`config.mk`:
```
export PLATFORM = sky130hd
export DESIGN_NAME = xom_filter
export DESIGN_NICKNAME = d
export VERILOG_FILES = /design/src/rtl/xom_pkg.sv /design/src/rtl/xom_addr_decode.sv /design/src/rtl/xom_region_cfg.sv /design/src/rtl/xom_exec_tracker.sv /design/src/rtl/xom_policy.sv /design/src/rtl/xom_filter.sv
export SDC_FILE = /design/constraint.sdc
export NUM_CORES = 1
export LEC_CHECK = 0
export BUFFER_PORTS_ARGS = -buffer_cell sky130_fd_sc_hd__buf_2
export CAP_MARGIN = 15
export CELL_PAD_IN_SITES_DETAIL_PLACEMENT = 1
export CELL_PAD_IN_SITES_GLOBAL_PLACEMENT = 1
export CORE_ASPECT_RATIO = 1.2
export CORE_MARGIN = 5
export CORE_UTILIZATION = 31
export CTS_BUF_LIST = sky130_fd_sc_hd__clkbuf_2 sky130_fd_sc_hd__clkbuf_4 sky130_fd_sc_hd__clkbuf_8
export DETAILED_ROUTE_END_ITERATION = 16
export GPL_ROUTABILITY_DRIVEN = 0
export PLACE_DENSITY = 0.95
export REMOVE_ABC_BUFFERS = 1
export SKIP_CTS_REPAIR_TIMING = 1
export SYNTH_ARGS = -nofsm -noshare
export SYNTH_HDL_FRONTEND = slang
export SYNTH_SLANG_ARGS = --single-unit
```
`constraint.sdc`:
```
create_clock -name clk -period 2.8 [get_ports clk]
set_clock_uncertainty 0.1 [all_clocks]
set_input_delay 0.42 -clock clk [delete_from_list [all_inputs] [get_ports clk]]
set_output_delay 0.42 -clock clk [all_outputs]
set_load 0.02 [all_outputs]
```
`src/rtl/xom_pkg.sv`:
```
package xom_pkg;
   typedef enum logic [1:0] {
      ACC_FETCH = 2'd0,
      ACC_READ  = 2'd1,
      ACC_WRITE = 2'd2
   } acc_kind_e;
endpackage

```
`src/rtl/xom_addr_decode.sv`:
```
module xom_addr_decode #(
   parameter int ADDR_W      = 32,
   parameter int NUM_ALIAS   = 2,
   parameter logic [NUM_ALIAS*ADDR_W-1:0] ALIAS_BASES = {32'h1000_0000, 32'h0000_0000},
   parameter int FLASH_LOG2  = 16,
   parameter int SECTOR_LOG2 = 10,
   parameter logic [ADDR_W-1:0] SRAM_BASE   = 32'h2000_0000,
   parameter int SRAM_LOG2   = 14,
   parameter logic [ADDR_W-1:0] UNLOCK_ADDR = 32'h4002_0010,
   localparam int SEC_W      = FLASH_LOG2 - SECTOR_LOG2
) (
   input  logic [ADDR_W-1:0] addr,
   output logic              flash_hit,
   output logic [SEC_W-1:0]  sector,
   output logic              sram_hit,
   output logic              unlock_hit
);
   logic [NUM_ALIAS-1:0] alias_hit;

   for (genvar g = 0; g < NUM_ALIAS; g++) begin : g_alias
      localparam logic [ADDR_W-1:0] BASE = ALIAS_BASES[g*ADDR_W +: ADDR_W];
      if (BASE[FLASH_LOG2-1:0] != '0) begin : g_bad_base
         $error("flash alias base must be aligned to the flash size");
      end
      assign alias_hit[g] = (addr[ADDR_W-1:FLASH_LOG2] == BASE[ADDR_W-1:FLASH_LOG2]);
   end

   if (SRAM_BASE[SRAM_LOG2-1:0] != '0) begin : g_bad_sram
      $error("SRAM base must be aligned to the SRAM size");
   end

   assign flash_hit  = |alias_hit;
   assign sector     = addr[FLASH_LOG2-1:SECTOR_LOG2];
   assign sram_hit   = (addr[ADDR_W-1:SRAM_LOG2] == SRAM_BASE[ADDR_W-1:SRAM_LOG2]);
   assign unlock_hit = (addr == UNLOCK_ADDR);
endmodule

```
`src/rtl/xom_region_cfg.sv`:
```
module xom_region_cfg #(
   parameter int SEC_W = 6
) (
   input  logic             clk,
   input  logic             rst_n,
   input  logic             cfg_en,
   input  logic [SEC_W-1:0] cfg_first,
   input  logic [SEC_W-1:0] cfg_last,
   input  logic             cfg_load_en,
   input  logic             flash_hit,
   input  logic [SEC_W-1:0] sector,
   output logic             region_hit,
   output logic             load_en
);
   logic             en_q;
   logic [SEC_W-1:0] first_q;
   logic [SEC_W-1:0] last_q;

   always_ff @(posedge clk) begin
      if (!rst_n) begin
         en_q    <= cfg_en;
         first_q <= cfg_first;
         last_q  <= cfg_last;
         load_en <= cfg_load_en;
      end
   end

   assign region_hit = flash_hit && en_q && (sector >= first_q) && (sector <= last_q);

   p_cfg_frozen_r9: assert property (@(posedge clk) disable iff (!rst_n)
      rst_n |=> $stable(first_q) && $stable(last_q) && $stable(en_q) && $stable(load_en));
endmodule

```
`src/rtl/xom_exec_tracker.sv`:
```
module xom_exec_tracker (
   input  logic clk,
   input  logic rst_n,
   input  logic fetch_grant,
   input  logic fetch_in_region,
   input  logic key_wr,
   output logic in_secure,
   output logic unlocked
);
   always_ff @(posedge clk) begin
      if (!rst_n) begin
         in_secure <= 1'b0;
         unlocked  <= 1'b0;
      end else if (fetch_grant) begin
         in_secure <= fetch_in_region;
         if (!fetch_in_region) unlocked <= 1'b0;
      end else if (key_wr && in_secure) begin
         unlocked <= 1'b1;
      end
   end

   p_relock_r5: assert property (@(posedge clk) disable iff (!rst_n)
      fetch_grant && !fetch_in_region |=> !unlocked && !in_secure);
   p_unlock_src_r4: assert property (@(posedge clk) disable iff (!rst_n)
      $rose(unlocked) |-> $past(in_secure) && $past(key_wr));
   p_sec_tracks_r10: assert property (@(posedge clk) disable iff (!rst_n)
      fetch_grant |=> in_secure == $past(fetch_in_region));
endmodule

```
`src/rtl/xom_policy.sv`:
```
module xom_policy
   import xom_pkg::*;
#(
   parameter int DATA_W = 32,
   parameter int KEY_W  = 16,
   parameter logic [KEY_W-1:0] UNLOCK_KEY = 16'hA5C3
) (
   input  logic              req_valid,
   input  logic              req_fetch,
   input  logic              req_write,
   input  logic              req_dbg,
   input  logic [DATA_W-1:0] req_wdata,
   input  logic              region_hit,
   input  logic              sram_hit,
   input  logic              unlock_hit,
   input  logic              in_secure,
   input  logic              unlocked,
   input  logic              load_en,
   output logic              deny,
   output logic              fetch_grant,
   output logic              key_wr,
   output logic              is_write
);
   localparam logic [DATA_W-1:0] KEY_WORD = DATA_W'(UNLOCK_KEY);

   acc_kind_e kind;

   always_comb begin
      if (req_fetch && !req_dbg) kind = ACC_FETCH;
      else if (req_write)        kind = ACC_WRITE;
      else                       kind = ACC_READ;
   end

   always_comb begin
      deny = 1'b0;
      if (region_hit) begin
         unique case (kind)
            ACC_FETCH: deny = 1'b0;
            ACC_WRITE: deny = 1'b1;
            default:   deny = req_dbg || !(load_en && unlocked);
         endcase
      end else if (sram_hit && req_dbg && in_secure) begin
         deny = 1'b1;
      end
      deny = deny && req_valid;
   end

   assign is_write    = (kind == ACC_WRITE);
   assign fetch_grant = req_valid && (kind == ACC_FETCH) && !deny;
   assign key_wr      = req_valid && is_write && !req_dbg && unlock_hit
                        && (req_wdata == KEY_WORD);
endmodule

```
`src/rtl/xom_filter.sv`:
```
module xom_filter #(
   parameter int ADDR_W      = 32,
   parameter int DATA_W      = 32,
   parameter int NUM_ALIAS   = 2,
   parameter logic [NUM_ALIAS*ADDR_W-1:0] ALIAS_BASES = {32'h1000_0000, 32'h0000_0000},
   parameter int FLASH_LOG2  = 16,
   parameter int SECTOR_LOG2 = 10,
   parameter logic [ADDR_W-1:0] SRAM_BASE   = 32'h2000_0000,
   parameter int SRAM_LOG2   = 14,
   parameter logic [ADDR_W-1:0] UNLOCK_ADDR = 32'h4002_0010,
   parameter int KEY_W       = 16,
   parameter logic [KEY_W-1:0] UNLOCK_KEY = 16'hA5C3,
   localparam int SEC_W      = FLASH_LOG2 - SECTOR_LOG2
) (
   input  logic              clk,
   input  logic              rst_n,
   input  logic              cfg_region_en,
   input  logic [SEC_W-1:0]  cfg_first_sector,
   input  logic [SEC_W-1:0]  cfg_last_sector,
   input  logic              cfg_load_en,
   input  logic              req_valid,
   input  logic [ADDR_W-1:0] req_addr,
   input  logic              req_fetch,
   input  logic              req_write,
   input  logic              req_dbg,
   input  logic [DATA_W-1:0] req_wdata,
   output logic              rsp_grant,
   output logic              rsp_error,
   input  logic              dbg_halt_req,
   input  logic              dbg_step_req,
   output logic              dbg_halt_ok,
   output logic              dbg_step_ok,
   output logic              in_secure,
   output logic              data_unlocked,
   output logic              viol_flag,
   output logic              viol_dbg,
   output logic              viol_write
);
   if (SECTOR_LOG2 >= FLASH_LOG2 || SECTOR_LOG2 < 2) begin : g_bad_sector
      $error("sector size must be at least a word and smaller than the flash");
   end
   if (KEY_W > DATA_W || NUM_ALIAS < 1) begin : g_bad_key
      $error("key wider than data bus or no flash alias");
   end

   logic             flash_hit, sram_hit, unlock_hit, region_hit, load_en;
   logic [SEC_W-1:0] sector;
   logic             deny, fetch_grant, key_wr, is_write;

   xom_addr_decode #(
      .ADDR_W(ADDR_W), .NUM_ALIAS(NUM_ALIAS), .ALIAS_BASES(ALIAS_BASES),
      .FLASH_LOG2(FLASH_LOG2), .SECTOR_LOG2(SECTOR_LOG2), .SRAM_BASE(SRAM_BASE),
      .SRAM_LOG2(SRAM_LOG2), .UNLOCK_ADDR(UNLOCK_ADDR)
   ) u_dec (
      .addr(req_addr), .flash_hit(flash_hit), .sector(sector),
      .sram_hit(sram_hit), .unlock_hit(unlock_hit)
   );

   xom_region_cfg #(.SEC_W(SEC_W)) u_cfg (
      .clk(clk), .rst_n(rst_n), .cfg_en(cfg_region_en),
      .cfg_first(cfg_first_sector), .cfg_last(cfg_last_sector),
      .cfg_load_en(cfg_load_en), .flash_hit(flash_hit), .sector(sector),
      .region_hit(region_hit), .load_en(load_en)
   );

   xom_policy #(.DATA_W(DATA_W), .KEY_W(KEY_W), .UNLOCK_KEY(UNLOCK_KEY)) u_pol (
      .req_valid(req_valid), .req_fetch(req_fetch), .req_write(req_write),
      .req_dbg(req_dbg), .req_wdata(req_wdata), .region_hit(region_hit),
      .sram_hit(sram_hit), .unlock_hit(unlock_hit), .in_secure(in_secure),
      .unlocked(data_unlocked), .load_en(load_en), .deny(deny),
      .fetch_grant(fetch_grant), .key_wr(key_wr), .is_write(is_write)
   );

   xom_exec_tracker u_trk (
      .clk(clk), .rst_n(rst_n), .fetch_grant(fetch_grant),
      .fetch_in_region(region_hit), .key_wr(key_wr),
      .in_secure(in_secure), .unlocked(data_unlocked)
   );

   assign rsp_grant   = req_valid && !deny;
   assign rsp_error   = deny;
   assign dbg_halt_ok = dbg_halt_req && !in_secure;
   assign dbg_step_ok = dbg_step_req && !in_secure;

   always_ff @(posedge clk) begin
      if (!rst_n) begin
         viol_flag  <= 1'b0;
         viol_dbg   <= 1'b0;
         viol_write <= 1'b0;
      end else if (rsp_error && !viol_flag) begin
         viol_flag  <= 1'b1;
         viol_dbg   <= req_dbg;
         viol_write <= is_write;
      end
   end

   p_fetch_grant_r1: assert property (@(posedge clk) disable iff (!rst_n)
      req_valid && req_fetch && !req_dbg |-> rsp_grant);
   p_dbg_region_r2: assert property (@(posedge clk) disable iff (!rst_n)
      req_valid && req_dbg && region_hit |-> rsp_error && !rsp_grant);
   p_load_gate_r3: assert property (@(posedge clk) disable iff (!rst_n)
      req_valid && !req_fetch && !req_write && region_hit && !data_unlocked |-> rsp_error);
   p_halt_gate_r6: assert property (@(posedge clk) disable iff (!rst_n)
      in_secure |-> !dbg_halt_ok && !dbg_step_ok);
   p_dbg_sram_r7: assert property (@(posedge clk) disable iff (!rst_n)
      req_valid && req_dbg && sram_hit && in_secure |-> rsp_error);
   p_sticky_r8: assert property (@(posedge clk) disable iff (!rst_n)
      viol_flag |=> viol_flag && $stable(viol_dbg) && $stable(viol_write));
   p_err_flags_r8: assert property (@(posedge clk) disable iff (!rst_n)
      rsp_error |=> viol_flag);
   p_resp_excl_r8: assert property (@(posedge clk) disable iff (!rst_n)
      !(rsp_grant && rsp_error));
endmodule

```
==> results of run 1 <==
## kinds of logic after synthesis
| logic type | synth area share |
|---|---|
| AND/OR/NAND/NOR | 0.3327 |
| flip-flops | 0.4107 |
| AO/OA/AOI/OAI | 0.09971 |
| buffers and inverters | 0.03850 |
| adder cells (fa/ha/maj) | 0.1185 |
## cell usage after synthesis, drive strengths merged, types with 2 or more instances
library cell and number:
inv 13, nor2 4, nor4 8, nor2b 5, a21oi 7, ha 12, and2 3, nand4 5
o2111ai 2, nand2 5, edfxtp 14, nor4bb 3, dfxtp 5, nor4b 7, o21ai 4, nand3 7
nor3 2, nand2b 2
## per-layer routing
layer,vias to the layer above,GRT usage,wire length (um)
li1,659,-,-
met1,636,0.1289,1308
met5,-,0,0
met2,70,0.3105,2459
met4,0,0.06561,102
met3,11,0.04225,507
## registers in the layout, summed over array words and instances (netlist names)
register and flops:
u_cfg.en_q 1, u_cfg.first_q 6, u_cfg.last_q 6, u_cfg.load_en 1
u_trk.in_secure 1, u_trk.unlocked 1, viol_dbg 1, viol_flag 1
viol_write 1
## worst max-delay path: stages (launching register included)
cell      delay, ns
edfxtp_1       0.33
inv_1          0.05
ha_1           0.32
and4_4         0.25
o21ai_0        0.11
a32oi_2        0.33
o32a_1         0.27
nor2b_2        0.07
buf_4          0.16
## through the flow
step | hold slack [ns] | area (um2)
global route | 0.2200 | 1876
floorplan | 0.4189 | 1267
detailed placement | 0.3890 | 1805
finish | 0.2299 | 1876
global placement | 0.3722 | 1805
CTS | 0.2255 | 1854
## final cells by class
type,count,area share
well taps,54,0.03602
inverters,13,0.02602
clock buffers,4,0.02602
flip-flops and latches,19,0.2775
multi-input cells,86,0.3823
repair buffers,94,0.2522
## where the power goes
| part | leakage, nW | switching (W) | internal [W] |
|---|---|---|---|
| Sequential | 0.177 | 0.00000462 | 0.000320 |
| Combinational | 0.661 | 0.0000802 | 0.0000829 |
| Clock | 0.0262 | 0.0000906 | 0.000111 |
## cell usage in the layout (no fill, tap or decap), types with 2 or more instances in the layout
cell / netlist / layout
nor2_1: 4 / 4
nand3_1: 7 / 7
nand2_1: 5 / 5
ha_1: 12 / 12
o2111ai_1: 2 / 2
clkbuf_8: 0 / 3
dfxtp_1: 5 / 5
nor4bb_1: 3 / 3
buf_2: 0 / 93
nand4_1: 5 / 5
o21ai_0: 4 / 4
edfxtp_1: 14 / 14
and2_1: 2 / 2
nor4b_1: 6 / 6
a21oi_1: 7 / 7
inv_1: 13 / 13
nand2b_1: 2 / 2
nor4_4: 3 / 4
nor4_1: 4 / 4
nor3_1: 2 / 2
nor2b_1: 4 / 4
## worst max path at each step
stage | startpoint | end | slack, ns | cells past startpoint
2_1_floorplan | req_addr[15] | rsp_grant | 0.39 | 6
3_3_place_gp | req_addr[15] | rsp_error | 0.28 | 8
3_5_place_dp | req_addr[15] | rsp_error | 0.16 | 8
4_1_cts | u_cfg.last_q[5]$_DFFE_PN_ | rsp_error | 0.04 | 8
5_1_grt | u_cfg.last_q[5]$_DFFE_PN_ | rsp_error | -0.004 | 8
6_report | u_cfg.last_q[5]$_DFFE_PN_ | rsp_error | 0.14 | 8
==> impl_results.md, run 1 <==
- Reg-to-reg endpoint: viol_flag$_SDFFE_PN0P_
- PwrDens: 367.6 nW/um2
- Final period utilization: 0.9509
- Final Util: 0.4759
- Setup ws final: 0.1376 ns
- CTS tree: done
- Peak VDD IR: 0.3335 mV
- Mapped Avg Cell Area: 10.74 um2
- CTS Buf Count: 3
- Ys async rst share: 0
- Worst r2r src: u_cfg.last_q[5]$_DFFE_PN_
- CORE AREA: 3941 um2
- Non-filler cells, final: 270
- Lkg Pwr: 0.8640 nW
- Wire per inst: 16.21 um
- Startpoint types: flop
- Hold path start: cfg_last_sector[4]
- P&R area growth vs syn: 47.98%
- Arrival @ worst endpoint: 2.14 ns
- # port buffers: between 90 and 100
- # Max-Cap Violations: 0
- Largest net degree at the start of global routing: 18
- Post-DRT Antenna Nets: 0
- Routed WL: 4377 um
- Total global-route track usage: 0.1529
- Post-synth top flop: edfxtp_1
- Placed insts: between 200 and 300
- Register area: 520.5 um2
- DRC: 0
- Ys Warns: 0
- CP required: roughly 2.3 ns
- First DRT Iteration DRCs: 24
- Worst-skew pair later-pin latency: 0.26 ns
- Status: completed
- Clock-pin slew on the worst setup and hold paths: 0.07 ns
- Post-synth EDFFs: 14
- F_max: 0.3756 GHz
- #FFs+latches synth: 19
- Final Power: 0.0006895 W
- Cell Area, Synth: around 1300 um2
- Std cell rows: 25
- Reg-to-reg slack, setup: 0.70 ns
- Vias in the first global route: 1516
- Hold crit path type: in -> reg
- Synth top area cells: edfxtp_1, ha_1, dfxtp_1, nor4_4, nor4b_1
- Final worst path period need: roughly 2.7 ns
- Seq/Total Area, Yosys: 0.4107
- First-pass GRT wire length: 6230 um
- Area of the multi-input gates: 716.9 um2
- Hpwl dp: 3841 um
- Die X: 68.37 um
- Die Y: 80.05 um
- Setup slack at placement: 0.1648 ns
- Yosys top cell area share: 0.3317
- Die ar.: about 5500 um2
- # diodes: 0
- Hold depth: 1
- CP Capture Type: primary output
- Setup tns final: 0 ns
- Proportion of layout cells with a drive suffix above 1: 0.5000
- Final setup vio count: 0
- Clock Sinks: 19
- Total congestion overflow: 0
- Largest area contributor in the netlist: edfxtp_1
- DR pass1 iterations: 3
- Slew margin rel.: 0.5624
- I/O pins: 95
- Initial antenna violation count: 0
- Htree depth: 1
- Setup CP Type: reg -> out
- Crit-path max FO: 3
- Fin. max-slew vios: 0
- Fillers: 485
- Starting Density: 0.3216
- Worst Hold End: u_cfg.last_q[4]$_DFFE_PN_
- Vias per cell: about 5.1
- Worst reg2reg path depth: 8
- Clock buffer depth: 2
- Mapped Cells: 118
- Clk root buf: clkbuf_8
- Nets: 315
- Via count: 1376
- Final hold vios: 0
- Distinct cell type count after synthesis: 33
- Worst slew pin tran: about 0.65 ns
(Power assumes the default switching activity.)
==> run 2, diff against run 1 <==
PLACE_DENSITY = default   (was 0.95)
PLACE_DENSITY_LB_ADDON = 0.1   (was default)
==> run 2 against run 1 <==
- critical path depth unchanged
- cell area decreased by 0.60%
- worst setup slack improved by 0.018 ns
- sequential share of layout area increased by 0.17 points
- final cell count unchanged
- critical path type unchanged
- critical endpoint is now rsp_grant
==> impl_results.md, run 2 (same netlist as run 1, synthesis figures left out) <==
- CP bufs+invs: 2 (unchanged)
- PwrDens: 367.2 nW/um2 (-0.13%)
- Total global-route track usage: 0.1577 (+0.004847)
- CTS tree: done
- RSZ-0062 raised after global routing: yes
- Nets: 315 (unchanged)
- Final setup vio count: 0 (unchanged)
- CTS Buf Count: 3 (unchanged)
- # Max-Cap Violations: 0 (unchanged)
- Vias per cell: 5.085 (-0.22%)
- Initial antenna violation count: 0 (unchanged)
- Final hold slack: 0.2329 ns (+0.003017 ns)
- Post-DP Area: 1805 um2 (unchanged)
- Hold path start: cfg_first_sector[4]
- CORE AREA: 3941 um2 (unchanged)
- Hpwl dp: 3863 um (+0.56%)
- P&R area growth vs syn: 47.09%
- First DRT Iteration DRCs: 30 (+25%)
- Slowest-stage cell, CP: nor4_2
- # diodes: 0 (unchanged)
- Lkg Pwr: 0.8620 nW (-0.23%)
- Peak VDD IR: 0.2554 mV (-23%)
- Final instance area: 1864 um2 (-0.60%)
- Setup CP Type: reg -> out
- Slew margin rel.: 0.5556 (-0.006852)
- Startpoint types: flop
- Crit-path max FO: 3 (unchanged)
- Die X: 68.37 um (unchanged)
- Std cell rows: 25 (unchanged)
- DRC: 0 (unchanged)
- Final Power: 0.0006845 W (-0.73%)
- Total congestion overflow: 0 (unchanged)
- Fillers: 497 (+2.5%)
- Die ar.: 5473 um2 (unchanged)
- Status: completed
- Max incr delay on CP: 0.39 ns (+0.06 ns)
- Final hold vios: 0 (unchanged)
- Worst r2r src: u_cfg.last_q[5]$_DFFE_PN_
- Startpoint of the most critical setup path: u_cfg.last_q[5]$_DFFE_PN_
- Post-DRT Antenna Nets: 0 (unchanged)
- Worst slew pin tran: 0.6574 ns (+0.01013 ns)
- Clk root buf: clkbuf_8
- Starting Density: 0.3216 (unchanged)
- First-pass GRT wire length: 6486 um (+4.1%)
- Proportion of layout cells with a drive suffix above 1: 0.4954 (-0.004630)
- Wire per inst: 15.97 um (-1.5%)
- F_max: 0.3782 GHz (+0.70%)
- Clock Sinks: 19 (unchanged)
- Clock buffer depth: 2 (unchanged)
- Final period utilization: 0.9443 (-0.006563)
- # port buffers: 94 (unchanged)
- Largest regs: u_cfg.first_q: 6 flops, u_cfg.last_q: 6 flops
- Clock-pin slew on the worst setup and hold paths: 0.07 ns (about the same)
- DR pass1 iterations: 4 (+1)
- Final worst path period need: 2.644 ns (-0.01838 ns)
- CP required: 2.28 ns (about the same)
- I/O pins: 95 (unchanged)
- Arrival @ worst endpoint: 2.12 ns (-0.02 ns)
- Most frequent cells in the layout: buf_2, edfxtp_1, inv_1, ha_1
- CP Capture Type: primary output
- Most common cell after layout, fill and taps aside: buf_2
- Via count: 1373 (-0.22%)
- Htree depth: 1 (unchanged)
- Hold crit path type: in -> reg
- Die Y: 80.05 um (unchanged)
- Worst-skew pair later-pin latency: 0.26 ns (about the same)
- Routed WL: 4311 um (-1.5%)
- Crit path cell chain: inv_1, ha_1, and4_1, o21ai_0, a32oi_2, nor4_2, nor3b_1, buf_2
- Largest net degree at the start of global routing: 18 (unchanged)
- Vias in the first global route: 1486 (-2.0%)
- Fin. max-slew vios: 0 (unchanged)
- CP top delay family: simple AND/OR/NAND/NOR gates
## run 2: cell counts in the layout (fill, tap and decap cells not counted)
Identical to the previous run, type by type.
## run 2: worst register-to-register path, stage by stage (launching register included)
cell	delay, ns
edfxtp_1	0.37
inv_1	0.08
ha_1	0.26
and4_1	0.22
o21ai_0	0.11
a32oi_2	0.17
o32a_1	0.35
o21ai_0	0.21
a21oi_1	0.10
## run 2: path summary, 6_finish.rpt
| check | endpoint | slack (ns) | cells past startpoint |
|---|---|---|---|
| setup / recovery | rsp_grant | 0.16 | 8 |
| hold / removal | u_cfg.first_q[4]$_DFFE_PN_ | 0.23 | 1 |
| setup reg to reg | viol_write$_SDFFE_PN0P_ | 0.69 | 8 |
| hold reg to reg | viol_flag$_SDFFE_PN0P_ | 0.40 | 1 |
## run 2: cell type report
cell class	count	area [um2]	area share
Timing Repair Buffer	94	473.0	0.2537
Clock buffer	4	48.80	0.02617
Tap cell	54	67.56	0.03624
Inverter	13	48.80	0.02617
Sequential cell	19	520.5	0.2792
Multi-Input combinational cell	86	705.7	0.3785
## run 2: metal layers
| layer | up-vias | wire [um] | track usage |
|---|---|---|---|
| met3 | 13 | 453 | 0.03662 |
| met5 | - | 0 | 0 |
| met1 | 628 | 1369 | 0.1411 |
| li1 | 657 | - | - |
| met4 | 0 | 111 | 0.06561 |
| met2 | 75 | 2376 | 0.3173 |
## run 2: power breakdown
part	leakage, nW	total, W	internal (W)	switching, W
logic	0.659	0.000156	0.0000811	0.0000748
clock network	0.0262	0.000205	0.000111	0.0000936
registers	0.177	0.000324	0.000320	0.00000400
## run 2: stage by stage
step	instances	setup slack [ns]	utilization	TNS, ns
2_1_floorplan	118	0.3928	-	0
3_3_place_gp	266	0.2818	0.4581	0
3_5_place_dp	266	0.2310	0.4581	0
4_1_cts	270	0.1099	0.4705	0
5_1_grt	270	-0.01451	0.4730	-0.01451
6_report	270	0.1560	0.4730	0
==> run 3, diff against run 2 <==
CELL_PAD_IN_SITES_DETAIL_PLACEMENT = default   (was 1)
CELL_PAD_IN_SITES_GLOBAL_PLACEMENT = default   (was 1)
CORE_UTILIZATION = 44   (was 31)
GPL_TIMING_DRIVEN = 0   (was default)
PLACE_DENSITY = 0.87   (was default)
PLACE_DENSITY_LB_ADDON = default   (was 0.1)
==> run 3 against run 2 <==
- first-iteration DRC count shrank 23%
- power shrank 10%
- die area shrank 26%
- maximum frequency shrank 0.62%
- critical path type unchanged
==> impl_results.md, run 3 (same netlist as run 1, synthesis figures left out) <==
- Slowest-stage cell, CP: edfxtp_1
- CP top delay family: compound AO/OA/AOI/OAI gates
- Vias in the first global route: 1284 (-14%)
- Status: completed
- CORE AREA: 2785 um2 (-29%)
- Final period utilization: 0.9502 (+0.005884)
- CP required: 2.28 ns (about the same)
- Setup CP Type: reg -> out
- Final setup vio count: 0 (unchanged)
- First-pass GRT wire length: 5085 um (-22%)
- Final worst path period need: 2.661 ns (+0.01648 ns)
- Largest net degree at the start of global routing: 18 (unchanged)
- Die Y: 68.80 um (-14%)
- Std cell rows: 21 (-16%)
- RSZ-0062 raised after global routing: no
- First DRT Iteration DRCs: 23 (-23%)
- Htree depth: 1 (unchanged)
- CP bufs+invs: 1 (-1)
- Die ar.: 4059 um2 (-26%)
- CTS Buf Count: 3 (unchanged)
- Initial antenna violation count: 0 (unchanged)
- CTS tree: done
- Arrival @ worst endpoint: 2.14 ns (+0.02 ns)
- Starting Density: 0.4551 (+0.1335)
- DR pass1 iterations: 4 (unchanged)
- Clock Sinks: 19 (unchanged)
- Proportion of layout cells with a drive suffix above 1: 0.4954 (unchanged)
- Vias per cell: 5.180 (+1.9%)
- CP Capture Type: primary output
- Worst slew pin tran: 0.6176 ns (-0.03983 ns)
- P&R area growth vs syn: 43.24%
- Post-DRT Antenna Nets: 0 (unchanged)
- I/O pins: 95 (unchanged)
- Final Util: 0.6518 (+0.1788)
- Clock buffer depth: 2 (unchanged)
- Fillers: 251 (-49%)
- # Max-Cap Violations: 0 (unchanged)
- Nets: 315 (unchanged)
- Final hold vios: 0 (unchanged)
- Most frequent cells in the layout: buf_2, edfxtp_1, inv_1, ha_1
- Clk root buf: clkbuf_4
- Total congestion overflow: 0 (unchanged)
- Lkg Pwr: 0.8537 nW (-0.96%)
- Crit-path max FO: 3 (unchanged)
- Startpoint types: flop
- Hpwl dp: 2975 um (-23%)
- Slew margin rel.: 0.5878 (+0.03227)
- Peak VDD IR: 0.3172 mV (+24%)
- Max incr delay on CP: 0.38 ns (about the same)
- Reg-to-reg slack, setup: 0.80 ns (+0.11 ns)
- Largest regs: u_cfg.first_q: 6 flops, u_cfg.last_q: 6 flops
- Via count: 1295 (-5.7%)
- Hold crit path type: in -> reg
- Non-filler cells, final: 250 (-7.4%)
- PwrDens: 339.4 nW/um2 (-7.6%)
- Die X: 59.00 um (-14%)
- Total global-route track usage: 0.1693 (+0.01160)
- # port buffers: 94 (unchanged)
- Routed WL: 3411 um (-21%)
- Wire per inst: 13.64 um (-15%)
- Clock-pin slew on the worst setup and hold paths: 0.11 ns (+0.04 ns)
- Most common cell after layout, fill and taps aside: buf_2
- Crit path cell chain: ha_1, nand2b_1, a21oi_1, o221a_2, o32a_1, nor2b_2, buf_2
- Setup tns final: 0 ns (unchanged)
- Placed insts: 246 (-7.5%)
- Worst-skew pair later-pin latency: 0.31 ns (+0.05 ns)
- DRC: 0 (unchanged)
- # diodes: 0 (unchanged)
- Fin. max-slew vios: 0 (unchanged)
- F_max: 0.3759 GHz (-0.62%)
## run 3: per-layer routing
metal	part of all wire	routed length, um	track usage
met2	0.53	1805	0.3398
met4	0.018	60	0.08499
met5	0	0	0
met1	0.32	1094	0.1465
met3	0.13	449	0.05400
## run 3: power breakdown
group | total, W | leakage (nW) | switching [W] | internal, W
clock network | 0.000142 | 0.0177 | 0.0000888 | 0.0000535
logic | 0.000150 | 0.659 | 0.0000700 | 0.0000796
registers | 0.000324 | 0.177 | 0.00000430 | 0.000320
## run 3: final timing paths
| path | startpoint | end | cells after the start |
|---|---|---|---|
| max | u_cfg.first_q[0]$_DFFE_PN_ | rsp_error | 7 |
| min | cfg_first_sector[4] | u_cfg.first_q[4]$_DFFE_PN_ | 1 |
| max reg2reg | u_cfg.first_q[0]$_DFFE_PN_ | viol_dbg$_SDFFE_PN0P_ | 7 |
| min reg2reg | viol_write$_SDFFE_PN0P_ | viol_write$_SDFFE_PN0P_ | 2 |
## run 3: cell type report
type | instances | area, um2 | share of cell area
Clock buffer | 3 | 22.52 | 0.01241
Clock inverter | 1 | 5.005 | 0.002757
Inverter | 13 | 48.80 | 0.02688
Multi-Input combinational cell | 86 | 705.7 | 0.3887
Sequential cell | 19 | 520.5 | 0.2867
Tap cell | 34 | 42.54 | 0.02343
Timing Repair Buffer | 94 | 470.5 | 0.2591
## run 3: through the flow
step / total power (W) / worst slack, ns / hold slack (ns) / cell area, um2
after floorplan: 0.0003923 / 0.3928 / 0.4189 / 1267
after global placement: 0.0004728 / 0.2291 / 0.3607 / 1780
after detailed placement: 0.0004787 / 0.2147 / 0.3728 / 1780
after CTS: 0.0006214 / 0.08586 / 0.1625 / 1808
after global routing: 0.0006544 / 0.009138 / 0.1515 / 1815
final: 0.0006162 / 0.1395 / 0.1751 / 1815
